**src/rtl/hfmt_pkg.sv**
```systemverilog
package hfmt_pkg;
   localparam int WORD_W = 48;
   localparam int SEU_W  = 6;
   localparam int HITS_W = 13;
   localparam int COLL_W = 6;
   localparam int FRM_W  = 28;
   localparam int CK_W   = 16;
   localparam int PAD_W  = WORD_W - 1 - CK_W - COLL_W;

   typedef enum logic [1:0] {ST_IDLE, ST_W0, ST_W1} stat_st_t;

   function automatic logic [CK_W-1:0] fold16(input logic [WORD_W-1:0] w);
      return w[47:32] ^ w[31:16] ^ w[15:0];
   endfunction
endpackage

```
**src/rtl/hfmt_pack.sv**
```systemverilog
module hfmt_pack #(
   parameter bit ARB_BINARY = 1'b0,
   parameter int ARB_W      = ARB_BINARY ? 3 : 5
) (
   input  logic [6:0]  grp,
   input  logic [ARB_W-1:0] arb,
   input  logic [4:0]  pile,
   input  logic        lsel,
   input  logic [11:0] lcrs,
   input  logic [4:0]  lfine,
   input  logic        tsel,
   input  logic [5:0]  tcrs,
   input  logic [4:0]  tfine,
   output logic [hfmt_pkg::WORD_W-1:0] word
);
   logic [4:0] arb_oh;

   generate
      if (ARB_BINARY) begin : g_bin
         for (genvar k = 0; k < 5; k++) begin : g_bit
            assign arb_oh[k] = (arb == ARB_W'(k));
         end
      end else begin : g_oh
         assign arb_oh = arb[4:0];
      end
   endgenerate

   assign word = {1'b0, grp, arb_oh, pile, lsel, lcrs, lfine, tsel, tcrs, tfine};
endmodule

```
**src/rtl/hfmt_frame_timer.sv**
```systemverilog
module hfmt_frame_timer #(
   parameter int FRAME_TICKS = 2048,
   parameter int FRM_W       = 28
) (
   input  logic             clk,
   input  logic             rst_n,
   output logic             frame_edge,
   output logic [FRM_W-1:0] frm_snap
);
   localparam int TICK_W = $clog2(FRAME_TICKS);
   localparam logic [TICK_W-1:0] LAST = TICK_W'(FRAME_TICKS - 1);

   logic [TICK_W-1:0] tick_q;
   logic [FRM_W-1:0]  frm_q;

   assign frame_edge = (tick_q == LAST);

   always_ff @(posedge clk or negedge rst_n) begin
      if (!rst_n) begin
         tick_q   <= '0;
         frm_q    <= '0;
         frm_snap <= '0;
      end else if (frame_edge) begin
         tick_q   <= '0;
         frm_snap <= frm_q;
         frm_q    <= frm_q + 1'b1;
      end else begin
         tick_q   <= tick_q + 1'b1;
      end
   end
endmodule

```
**src/rtl/hfmt_satcnt.sv**
```systemverilog
module hfmt_satcnt #(
   parameter int W = 6
) (
   input  logic         clk,
   input  logic         rst_n,
   input  logic         clr,
   input  logic         inc,
   output logic [W-1:0] cnt,
   output logic [W-1:0] snap
);
   always_ff @(posedge clk or negedge rst_n) begin
      if (!rst_n) begin
         cnt  <= '0;
         snap <= '0;
      end else if (clr) begin
         snap <= cnt;
         cnt  <= {{(W-1){1'b0}}, inc};
      end else if (inc && (cnt != {W{1'b1}})) begin
         cnt  <= cnt + 1'b1;
      end
   end
endmodule

```
**src/rtl/hfmt_formatter.sv**
```systemverilog
module hfmt_formatter
   import hfmt_pkg::*;
#(
   parameter int FRAME_TICKS = 2048,
   parameter bit ARB_BINARY  = 1'b0,
   localparam int ARB_W      = ARB_BINARY ? 3 : 5
) (
   input  logic              clk,
   input  logic              rst_n,
   input  logic              hit_valid,
   output logic              hit_ready,
   input  logic [6:0]        hit_group,
   input  logic [ARB_W-1:0]  hit_arb,
   input  logic [4:0]        hit_pileup,
   input  logic              lead_sel,
   input  logic [11:0]       lead_coarse,
   input  logic [4:0]        lead_fine,
   input  logic              trail_sel,
   input  logic [5:0]        trail_coarse,
   input  logic [4:0]        trail_fine,
   input  logic              seu_evt,
   input  logic              coll_evt,
   output logic              word_valid,
   input  logic              word_ready,
   output logic [WORD_W-1:0] word_data
);
   generate
      if (FRAME_TICKS < 8) begin : g_bad_frame
         $error("FRAME_TICKS must be at least 8");
      end
   endgenerate

   logic              frame_edge;
   logic [FRM_W-1:0]  frm_snap;
   logic [WORD_W-1:0] hit_word;
   logic [SEU_W-1:0]  seu_cnt, seu_snap;
   logic [HITS_W-1:0] hits_cnt, hits_snap;
   logic [COLL_W-1:0] coll_cnt, coll_snap;
   logic [CK_W-1:0]   ck_q, ck_snap;
   stat_st_t          st_q;
   logic              load, out_fire;

   hfmt_frame_timer #(.FRAME_TICKS(FRAME_TICKS), .FRM_W(FRM_W)) u_timer (
      .clk(clk), .rst_n(rst_n), .frame_edge(frame_edge), .frm_snap(frm_snap));

   hfmt_pack #(.ARB_BINARY(ARB_BINARY), .ARB_W(ARB_W)) u_pack (
      .grp(hit_group), .arb(hit_arb), .pile(hit_pileup), .lsel(lead_sel),
      .lcrs(lead_coarse), .lfine(lead_fine), .tsel(trail_sel),
      .tcrs(trail_coarse), .tfine(trail_fine), .word(hit_word));

   assign out_fire = word_valid && word_ready;
   assign load     = !word_valid || word_ready;
   assign hit_ready = load && (st_q == ST_IDLE);

   hfmt_satcnt #(.W(SEU_W)) u_seu (
      .clk(clk), .rst_n(rst_n), .clr(frame_edge), .inc(seu_evt),
      .cnt(seu_cnt), .snap(seu_snap));
   hfmt_satcnt #(.W(HITS_W)) u_hits (
      .clk(clk), .rst_n(rst_n), .clr(frame_edge), .inc(out_fire && !word_data[WORD_W-1]),
      .cnt(hits_cnt), .snap(hits_snap));
   hfmt_satcnt #(.W(COLL_W)) u_coll (
      .clk(clk), .rst_n(rst_n), .clr(frame_edge), .inc(coll_evt),
      .cnt(coll_cnt), .snap(coll_snap));

   always_ff @(posedge clk or negedge rst_n) begin
      if (!rst_n) begin
         ck_q    <= '0;
         ck_snap <= '0;
      end else if (frame_edge) begin
         ck_snap <= ck_q;
         ck_q    <= out_fire ? fold16(word_data) : '0;
      end else if (out_fire) begin
         ck_q    <= ck_q ^ fold16(word_data);
      end
   end

   always_ff @(posedge clk or negedge rst_n) begin
      if (!rst_n) begin
         st_q       <= ST_IDLE;
         word_valid <= 1'b0;
         word_data  <= '0;
      end else begin
         if (load) begin
            unique case (st_q)
               ST_W0: begin
                  word_valid <= 1'b1;
                  word_data  <= {1'b1, seu_snap, hits_snap, frm_snap};
               end
               ST_W1: begin
                  word_valid <= 1'b1;
                  word_data  <= {1'b1, ck_snap, {PAD_W{1'b0}}, coll_snap};
               end
               default: begin
                  word_valid <= hit_valid;
                  if (hit_valid) word_data <= hit_word;
               end
            endcase
         end
         if (frame_edge)                  st_q <= ST_W0;
         else if (load && st_q == ST_W0)  st_q <= ST_W1;
         else if (load && st_q == ST_W1)  st_q <= ST_IDLE;
      end
   end
endmodule

```
**config.mk**
```make
export PLATFORM = sky130hd
export DESIGN_NAME = hfmt_formatter
export DESIGN_NICKNAME = d
export VERILOG_FILES = /design/src/rtl/hfmt_pkg.sv /design/src/rtl/hfmt_pack.sv /design/src/rtl/hfmt_frame_timer.sv /design/src/rtl/hfmt_satcnt.sv /design/src/rtl/hfmt_formatter.sv
export SDC_FILE = /design/constraint.sdc
export NUM_CORES = 1
export LEC_CHECK = 0
export CAP_MARGIN = 20
export CORE_MARGIN = 4
export CORE_UTILIZATION = 61
export CTS_CLUSTER_DIAMETER = 40
export DETAILED_ROUTE_END_ITERATION = 8
export PLACE_DENSITY = 0.89
export SLEW_MARGIN = 15
export SYNTH_ARGS = -nofsm -noshare
export SYNTH_HDL_FRONTEND = slang
export SYNTH_SLANG_ARGS = --single-unit
export TNS_END_PERCENT = 1
```
**constraint.sdc**
```tcl
create_clock -name clk -period 5.5 [get_ports clk]
set_input_delay 1.1 -clock clk [delete_from_list [all_inputs] [get_ports clk]]
set_output_delay 1.1 -clock clk [all_outputs]
set_load 0.03 [all_outputs]
```
# After elaboration in Yosys (flattened, before gate mapping)
# Index checks and enable logic that the tools add are counted.
dict set report totals {
  word_cells 64
  register_bits 200
}
dict set report classes {
  n_addsub 5
  reduce_logical 20
  n_mux 16
  n_bitwise 3
  eq_ne 6
}
# op n
set op_table {}
lappend op_table {{$pmux W48 S2} 1}
lappend op_table {{$mux W16} 3}
lappend op_table {{$mux W48} 1}
lappend op_table {{$xor A16 B16 Y16} 3}
lappend op_table {{$add A28 B1 Y28 const B} 1}
lappend op_table {{$mux W13} 2}
lappend op_table {{$mux W6} 4}
lappend op_table {{$add A13 B1 Y13 const B} 1}
lappend op_table {{$ne A13 B13 Y1 const B} 1}
lappend op_table {{$add A6 B1 Y6 const B} 2}
lappend op_table {{$ne A6 B6 Y1 const B} 2}
lappend op_table {{$add A11 B1 Y11 const B} 1}
lappend op_table {{$eq A11 B11 Y1 const B} 1}
lappend op_table {{$mux W11} 1}
lappend op_table {{$logic_and A1 B1 Y1} 8}
lappend op_table {{$reduce_bool A2 Y1} 4}
lappend op_table {{$mux W2} 3}
lappend op_table {{$reduce_bool A3 Y1} 2}
lappend op_table {{$eq A2 B1 Y1 const B} 1}
lappend op_table {{$eq A2 B2 Y1 const B} 1}
lappend op_table {{$logic_not A1 Y1} 2}
lappend op_table {{$logic_not A2 Y1} 1}
lappend op_table {{$reduce_and A2 Y1} 1}
lappend op_table {{$reduce_or A2 Y1} 1}
lappend op_table {{other kinds (2)} 2}

# Logic depth before layout (Yosys ltp)
# Gate-level depths: netlist of run 1.
dict set report depth {
  word_depth 6
  depth_mapped 8
  mapped_depth_nobuf 6
}

# Hierarchy
# Synthesis of run 1 repeated with hierarchy kept, for this count alone.
dict set report unflattened {
  cells_unflattened 869
  area_unflattened_um2 10052.1
}
# mod instances area_each_um2 cells_per_inst
set modules_own_cells {}
lappend modules_own_cells {hfmt_formatter 1 4430.5 405}
lappend modules_own_cells {hfmt_frame_timer 1 2899.0 220}
lappend modules_own_cells {{hfmt_satcnt at u_hits} 1 1202.4 101}
lappend modules_own_cells {{hfmt_satcnt at u_coll ...} 2 578.1 47}
lappend modules_own_cells {hfmt_pack 1 364.1 49}

# Worst setup path before layout of run 1
# Ideal clock, no wire load.
dict set report synth_path {
  path_kind {input -> output}
  from {input word_ready}
  to {output hit_ready}
  arrival_ns 1.571
  t_required_ns 4.400
  path_stages 2
  setup_slack_ns 2.829
  cell_sequence {nand2b_1 > and2_1}
}
dict set report synth_between {
  elab_chain_cells 2
}
# item line_no
set synth_rtl {}
lappend synth_rtl {{start: declaration} hfmt_formatter.sv:24} ;# input logic word_ready,
lappend synth_rtl {{$logic_or A1 B1 Y1} hfmt_formatter.sv:52} ;# assign load = !word_valid || word_ready;
lappend synth_rtl {{$logic_and A1 B1 Y1} hfmt_formatter.sv:53} ;# assign hit_ready = load && (st_q == ST_IDLE);
lappend synth_rtl {{end: declaration} hfmt_formatter.sv:11} ;# output logic hit_ready,
# Every way passes these cells.

# Final worst setup path of run 1
# Ends and elaborated chain as after synthesis.

==> results of run 1 <==
==> cells by family (layout without fill, tap and decap cells) <==
| family | count (synthesis) | after routing |
|---|---|---|
| simple gates | 484 | 484 |
| flops | 200 | 200 |
| compound gates | 140 | 140 |
| xor+xnor | 100 | 100 |
| buf+inv | 60 | 147 |
| fa+ha+maj | 8 | 8 |
| mux | 2 | 2 |
==> flip-flops by register name (all words and copies together) (netlist names) <==
| name | flops |
|---|---|
| ck_q | 16 |
| ck_snap | 16 |
| st_q | 2 |
| u_coll.cnt | 6 |
| u_coll.snap | 6 |
| u_hits.cnt | 13 |
| u_hits.snap | 13 |
| u_seu.cnt | 6 |
| u_seu.snap | 6 |
| u_timer.frm_q | 28 |
| u_timer.frm_snap | 28 |
| u_timer.tick_q | 11 |
| word_data | 48 |
| word_valid | 1 |
==> area by class of cell <==
class	count	area, um^2
Clock buffer	18	429
Clock inverter	14	221
Fill cell	946	3690
Inverter	7	26.3
Multi-Input combinational cell	734	3950
Sequential cell	200	5000
Tap cell	184	230
Timing Repair Buffer	108	1090
==> cell usage after synthesis, types with 19 or more instances <==
cell type and instances:
nor2_1 50, clkbuf_1 24, o21ai_0 78, a22oi_1 22
nor2b_1 26, xnor2_1 50, nand2_1 326, dfrtp_1 200
buf_2 23, nand3_1 25, xor2_1 50, a31oi_1 19
==> how the worst max path moves through the flow <==
stage / end / slack, ns
6_report: hit_ready / 1.65
3_3_place_gp: hit_ready / 1.66
2_1_floorplan: hit_ready / 2.83
4_1_cts: hit_ready / 1.64
3_5_place_dp: hit_ready / 1.65
5_1_grt: hit_ready / 1.58
==> power by group through the flow <==
stage / combinational [mW] / sequential, mW / clock [mW]
after floorplan: 0.324 / 1.88 / 0
final: 0.650 / 1.82 / 1.37
after global routing: 0.713 / 1.84 / 1.44
after detailed placement: 0.642 / 1.84 / 0
after global placement: 0.619 / 1.84 / 0
after CTS: 0.654 / 1.82 / 1.38
==> per-layer routing <==
metal,routed length (um),vias to the layer above
li1,-,3418
met5,0,-
met3,1680,48
met4,682,0
met2,11600,331
met1,9480,3611
==> through the flow <==
step	std cells	instance area, um^2
floorplan	994	9210
global route	1265	11000
CTS	1265	11000
detailed placement	1233	10300
global placement	1233	10300
finish	1265	11000
==> critical path: stages <==
cell and delay [ns]:
clkdlybuf4s50_1 0.51, nand2b_1 0.26, and2_1 0.20, clkdlybuf4s50_1 0.68
==> results.json, run 1 <==
{
  "syn_area_per_cell_um2": 9.26,
  "grtUsageMet1_pct": 37.5,
  "diodes": 0,
  "yosys.area_share.simple_pct": 23.2,
  "setup_tns_ns": 0,
  "top_usage_layer": "met2",
  "root_buffer": "clkbuf_16",
  "drv_slew": 0,
  "h-tree-depth": 4,
  "ys_seq_elements": 200,
  "post_cts_buffers": 0,
  "cts_sinks": 200,
  "finalCritPeriodShare_pct": 70.0,
  "num_rows": 44,
  "grt_usage_pct": 28.1,
  "sw_frac_of_total_pct": 28.4,
  "setup_viol": 0,
  "wl_per_cell_um": 18.5,
  "p_sw_mw": 1.09,
  "die_w_um": 131,
  "synth_cells": 994,
  "drv_cap": 0,
  "clock_skew_ns": 0.00884,
  "cp.required_ns": 4.40,
  "reg2reg_to": "word_data[11]$_DFFE_PN0P_",
  "ir_drop_uv": 257,
  "synth_top_flop_cell": "dfrtp_1",
  "fin_ws_ns": 1.65,
  "grt-ovfl-total": 0,
  "synth_compound_area_share_pct": 8.63,
  "area_growth_pct": 19.0,
  "final_common_cell": "nand2_1",
  "vias": 7408,
  "hold_viol_final": 0,
  "yosysSeqAreaShare_pct": 54.4,
  "synth_nets": 1055,
  "fin_crit_ns": 3.85,
  "synth_edf_count": 0,
  "post-route-util_pct": 74.8,
  "internal-power_mw": 2.75,
  "critPathKind": "in -> out",
  "grt_max_degree": 108,
  "first_global_vias": 6990,
  "synthDistinctLibCells": 41,
  "final_cell_mix": "nand2_1 (326), dfrtp_1 (200), clkdlybuf4s50_1 (101), o21ai_0 (78)",
  "p_comb_share_pct": 16.9,
  "use_met3_pct": 5.98,
  "worst-path-max-fanout": 6,
  "dr.pass1.iters": 5,
  "clk_latency_ns": 0.44,
  "cp.arrival_ns": 2.75,
  "whs_path_depth": 2,
  "power.share.clock_pct": 35.7,
  "ios": 103,
  "seqPwrFrac_pct": 47.4,
  "worst_pin_slew_ns": 1.08,
  "hpwl_um": 15500,
  "synth_area_leaders": "dfrtp_1 (54%), nand2_1 (13%), xnor2_1 (4.8%)",
  "gp_congestion": 0.868,
  "powerDensity_nw_per_um2": 351,
  "muxShareOfSynthArea_pct": 0.231,
  "grt_first_pass_wirelength_um": 36500,
  "synth_top_family_by_area": "simple AND/OR/NAND/NOR gates",
  "initial_core_util_pct": 62.9,
  "yosysWarnings": 0,
  "status": "finished, final reports clean",
  "drt_iter0_drc": 825,
  "cts-resized-gates": 0,
  "io_buffers": 102,
  "max_freq_mhz": 260,
  "clockBufferDepth": 2,
  "hold_path_class": "reg -> reg",
  "grt_setup_unrepaired": "false",
  "clk_pin_slew_ns": 0.07,
  "nets": 1129,
  "wirelength_um": 23400,
  "cts_tree": "done",
  "pre_cts_slack_ns": 1.65,
  "end_kind": "primary output",
  "drcViolationCount": 0,
  "dieArea_um2": 17100,
  "postCtsHoldBufs": 0,
  "synthDominantCellAreaShare_pct": 54.4,
  "regToRegSetupSlack_ns": 2.91,
  "hold_start": "ck_q[13]$_DFFE_PN0P_",
  "core_area_um2": 14600,
  "timing.rr.start": "st_q[0]$_DFFE_PN0P_",
  "syn-cell-area_um2": 9210,
  "start_kind": "primary input",
  "vias_per_cell": 5.86,
  "rr_worst_depth": 6,
  "yosys.area_share.xor_xnor_pct": 9.51,
  "whs_ns": 0.472,
  "slew-limit-headroom_pct": 28.1,
  "route.antenna.remaining_nets": 0,
  "met2_usage_pct": 45.8,
  "yosys.area_share.adder_pct": 1.09,
  "synth_top_area_cell": "dfrtp_1",
  "crit_start": "word_ready",
  "hold_path_end": "ck_snap[13]$_DFFE_PN0N_",
  "p_total_mw": 3.85,
  "drive_gt1_share_pct": 5.00,
  "numCtsBuffers": 17,
  "power.static_leakage_nw": 5.13,
  "async_flop_share_pct": 100,
  "grt_antenna_before_repair": 0,
  "die_y_um": 131
}
No activity file was read; power rests on OpenSTA's default activity.
==> inputs of run 2 (changes only) <==
CORE_UTILIZATION = 51   (was 61)
PLACE_DENSITY = 0.79   (was 0.89)
clock period = 3.1 ns   (was 5.5 ns; I/O delays follow)
==> results.json, run 2 (synthesis gave the netlist of run 1 again) <==
{
  "critPathKind": "in -> out",
  "final_common_cell": "nand2_1",
  "grt_max_degree": 106,
  "start_kind": "primary input",
  "pre_cts_slack_ns": 0.312,
  "cp_cell_sequence": "clkdlybuf4s50_1 -> nand2b_1 -> and2_1 -> clkdlybuf4s50_1",
  "largestRegisters": "word_data (48), u_timer.frm_q (28), u_timer.frm_snap (28)",
  "path_buf_inv": 2,
  "io_buffers": 102,
  "hold_path_class": "in -> async",
  "area_growth_pct": 20.5,
  "cts_tree": "done",
  "crit_top_cell": "clkdlybuf4s50_1",
  "hold_viol_final": 0,
  "core_area_um2": 17500,
  "cp_slowest_cell": "clkdlybuf4s50_1",
  "ios": 103,
  "grt_usage_pct": 23.5,
  "numCtsBuffers": 17,
  "fin_ws_ns": 0.331,
  "cts-resized-gates": 0,
  "max_freq_mhz": 361,
  "vias_per_cell": 5.54,
  "status": "finished, final reports clean",
  "diodes": 0,
  "root_buffer": "clkbuf_16",
  "largest_register_ffs": 48,
  "gp_congestion": 0.846,
  "worst-path-max-fanout": 4,
  "powerDensity_nw_per_um2": 600,
  "route.antenna.remaining_nets": 0,
  "drt_iter0_drc": 623,
  "drive_gt1_share_pct": 5.70,
  "top_usage_layer": "met2",
  "die_y_um": 142,
  "post_cts_buffers": 0,
  "met2_usage_pct": 36.6,
  "fin_crit_ns": 2.77,
  "worstSetupPathDepth": 4,
  "grtUsageMet1_pct": 33.2,
  "grt_setup_unrepaired": "false",
  "initial_core_util_pct": 52.7,
  "dieArea_um2": 20300,
  "cp.required_ns": 2.48,
  "die_w_um": 142,
  "drv_cap": 0,
  "largest_register": "word_data",
  "nets": 1138,
  "cp_slowest_stage_delay_ns": 0.69,
  "post-route-util_pct": 63.5,
  "clockBufferDepth": 2,
  "vias": 7274,
  "clk_latency_ns": 0.43,
  "worst_pin_slew_ns": 0.808,
  "clock_skew_ns": 0.00967,
  "final_cell_mix": "nand2_1 (326), dfrtp_1 (200), clkdlybuf4s50_1 (101), o21ai_0 (78)",
  "drv_slew": 0,
  "slew-limit-headroom_pct": 46.0,
  "grt_antenna_before_repair": 0,
  "wirelength_um": 23200,
  "cts_sinks": 200,
  "h-tree-depth": 4,
  "end_kind": "primary output",
  "grt_first_pass_wirelength_um": 37200,
  "rr_worst_depth": 7,
  "setup_tns_ns": 0,
  "power.static_leakage_nw": 5.19,
  "crit_family": "buffers and inverters",
  "first_global_vias": 7041,
  "use_met3_pct": 4.33,
  "ir_drop_uv": 418,
  "hpwl_um": 16100,
  "wl_per_cell_um": 17.7,
  "regArea_um2": 5000,
  "grt-ovfl-total": 0,
  "postCtsHoldBufs": 0,
  "whs_ns": 0.232,
  "fill_cells": 1396,
  "drcViolationCount": 0,
  "finalCritPeriodShare_pct": 89.3,
  "setup_viol": 0,
  "cp.arrival_ns": 2.15,
  "multi_input_area_um2": 3950,
  "dr.pass1.iters": 7,
  "clk_pin_slew_ns": 0.07,
  "num_rows": 48
}
==> run 2: cell types whose count changed in the layout (fill, tap and decap cells not counted) <==
cell / delta
clkbuf_8: +3
clkinv_4: -2
inv_6: +1
bufinv_16: -2
inv_8: -1
clkbuf_1: -1
buf_12: +5
buf_4: +4
==> run 2: final timing paths <==
kind / start / to / slack (ns)
worst max-delay path: word_ready / hit_ready / 0.33
worst min register to register: u_timer.frm_q[27]$_DFFE_PN0N_ / u_timer.frm_q[27]$_DFFE_PN0N_ / 0.47
worst min-delay path: rst_n / st_q[0]$_DFFE_PN0P_ / 0.23
worst max register to register: u_timer.tick_q[0]$_DFF_PN0_ / u_timer.frm_q[9]$_DFFE_PN0N_ / 0.81
min in group clk: u_timer.frm_q[27]$_DFFE_PN0N_ / u_timer.frm_q[27]$_DFFE_PN0N_ / 0.47
max in group asynchronous: rst_n / word_data[38]$_DFFE_PN0P_ / 2.11
==> run 2: routing by layer <==
metal  vias up  routed length [um]  share of wire (%)
met5         -                   0                  0
met1      3565               10200                 44
met3        46                1450                6.2
met4         0                 759                3.3
li1       3430                   -                  -
met2       233               10800                 46
==> run 2: area by class of cell <==
type                    count  area share, %
flip-flops and latches    200           45.1
multi-input cells         734           35.6
repair buffers            117           11.0
clock buffers              20           4.21
well taps                 225           2.54
clock inverters            10           1.27
inverters                   7          0.237
==> run 2: worst register-to-register path, delay by kind of cell (launching register included) <==
| family | cells | cell delay [ns] |
|---|---|---|
| DFF | 1 | 0.38 |
| and+or+nand+nor | 4 | 1.04 |
| xor gates and xnor gates | 1 | 0.15 |
| adders and majority gates | 1 | 0.21 |
| buffers and inverters | 1 | 0.43 |
==> run 2: power breakdown <==
part	leakage (nW)	total [mW]	switching, mW	internal [mW]
sequential	2.62	3.23	0.318	2.91
clock	0.295	2.28	0.950	1.33
combinational	2.27	1.15	0.609	0.541
total	5.19	6.66	1.88	4.78
==> run 2: stage by stage <==
stage | power (mW) | instances | area [um^2]
floorplan | 3.91 | 994 | 9210
global placement | 4.36 | 1283 | 10500
detailed placement | 4.41 | 1283 | 10500
CTS | 6.68 | 1313 | 11100
global route | 6.94 | 1313 | 11100
finish | 6.66 | 1313 | 11100
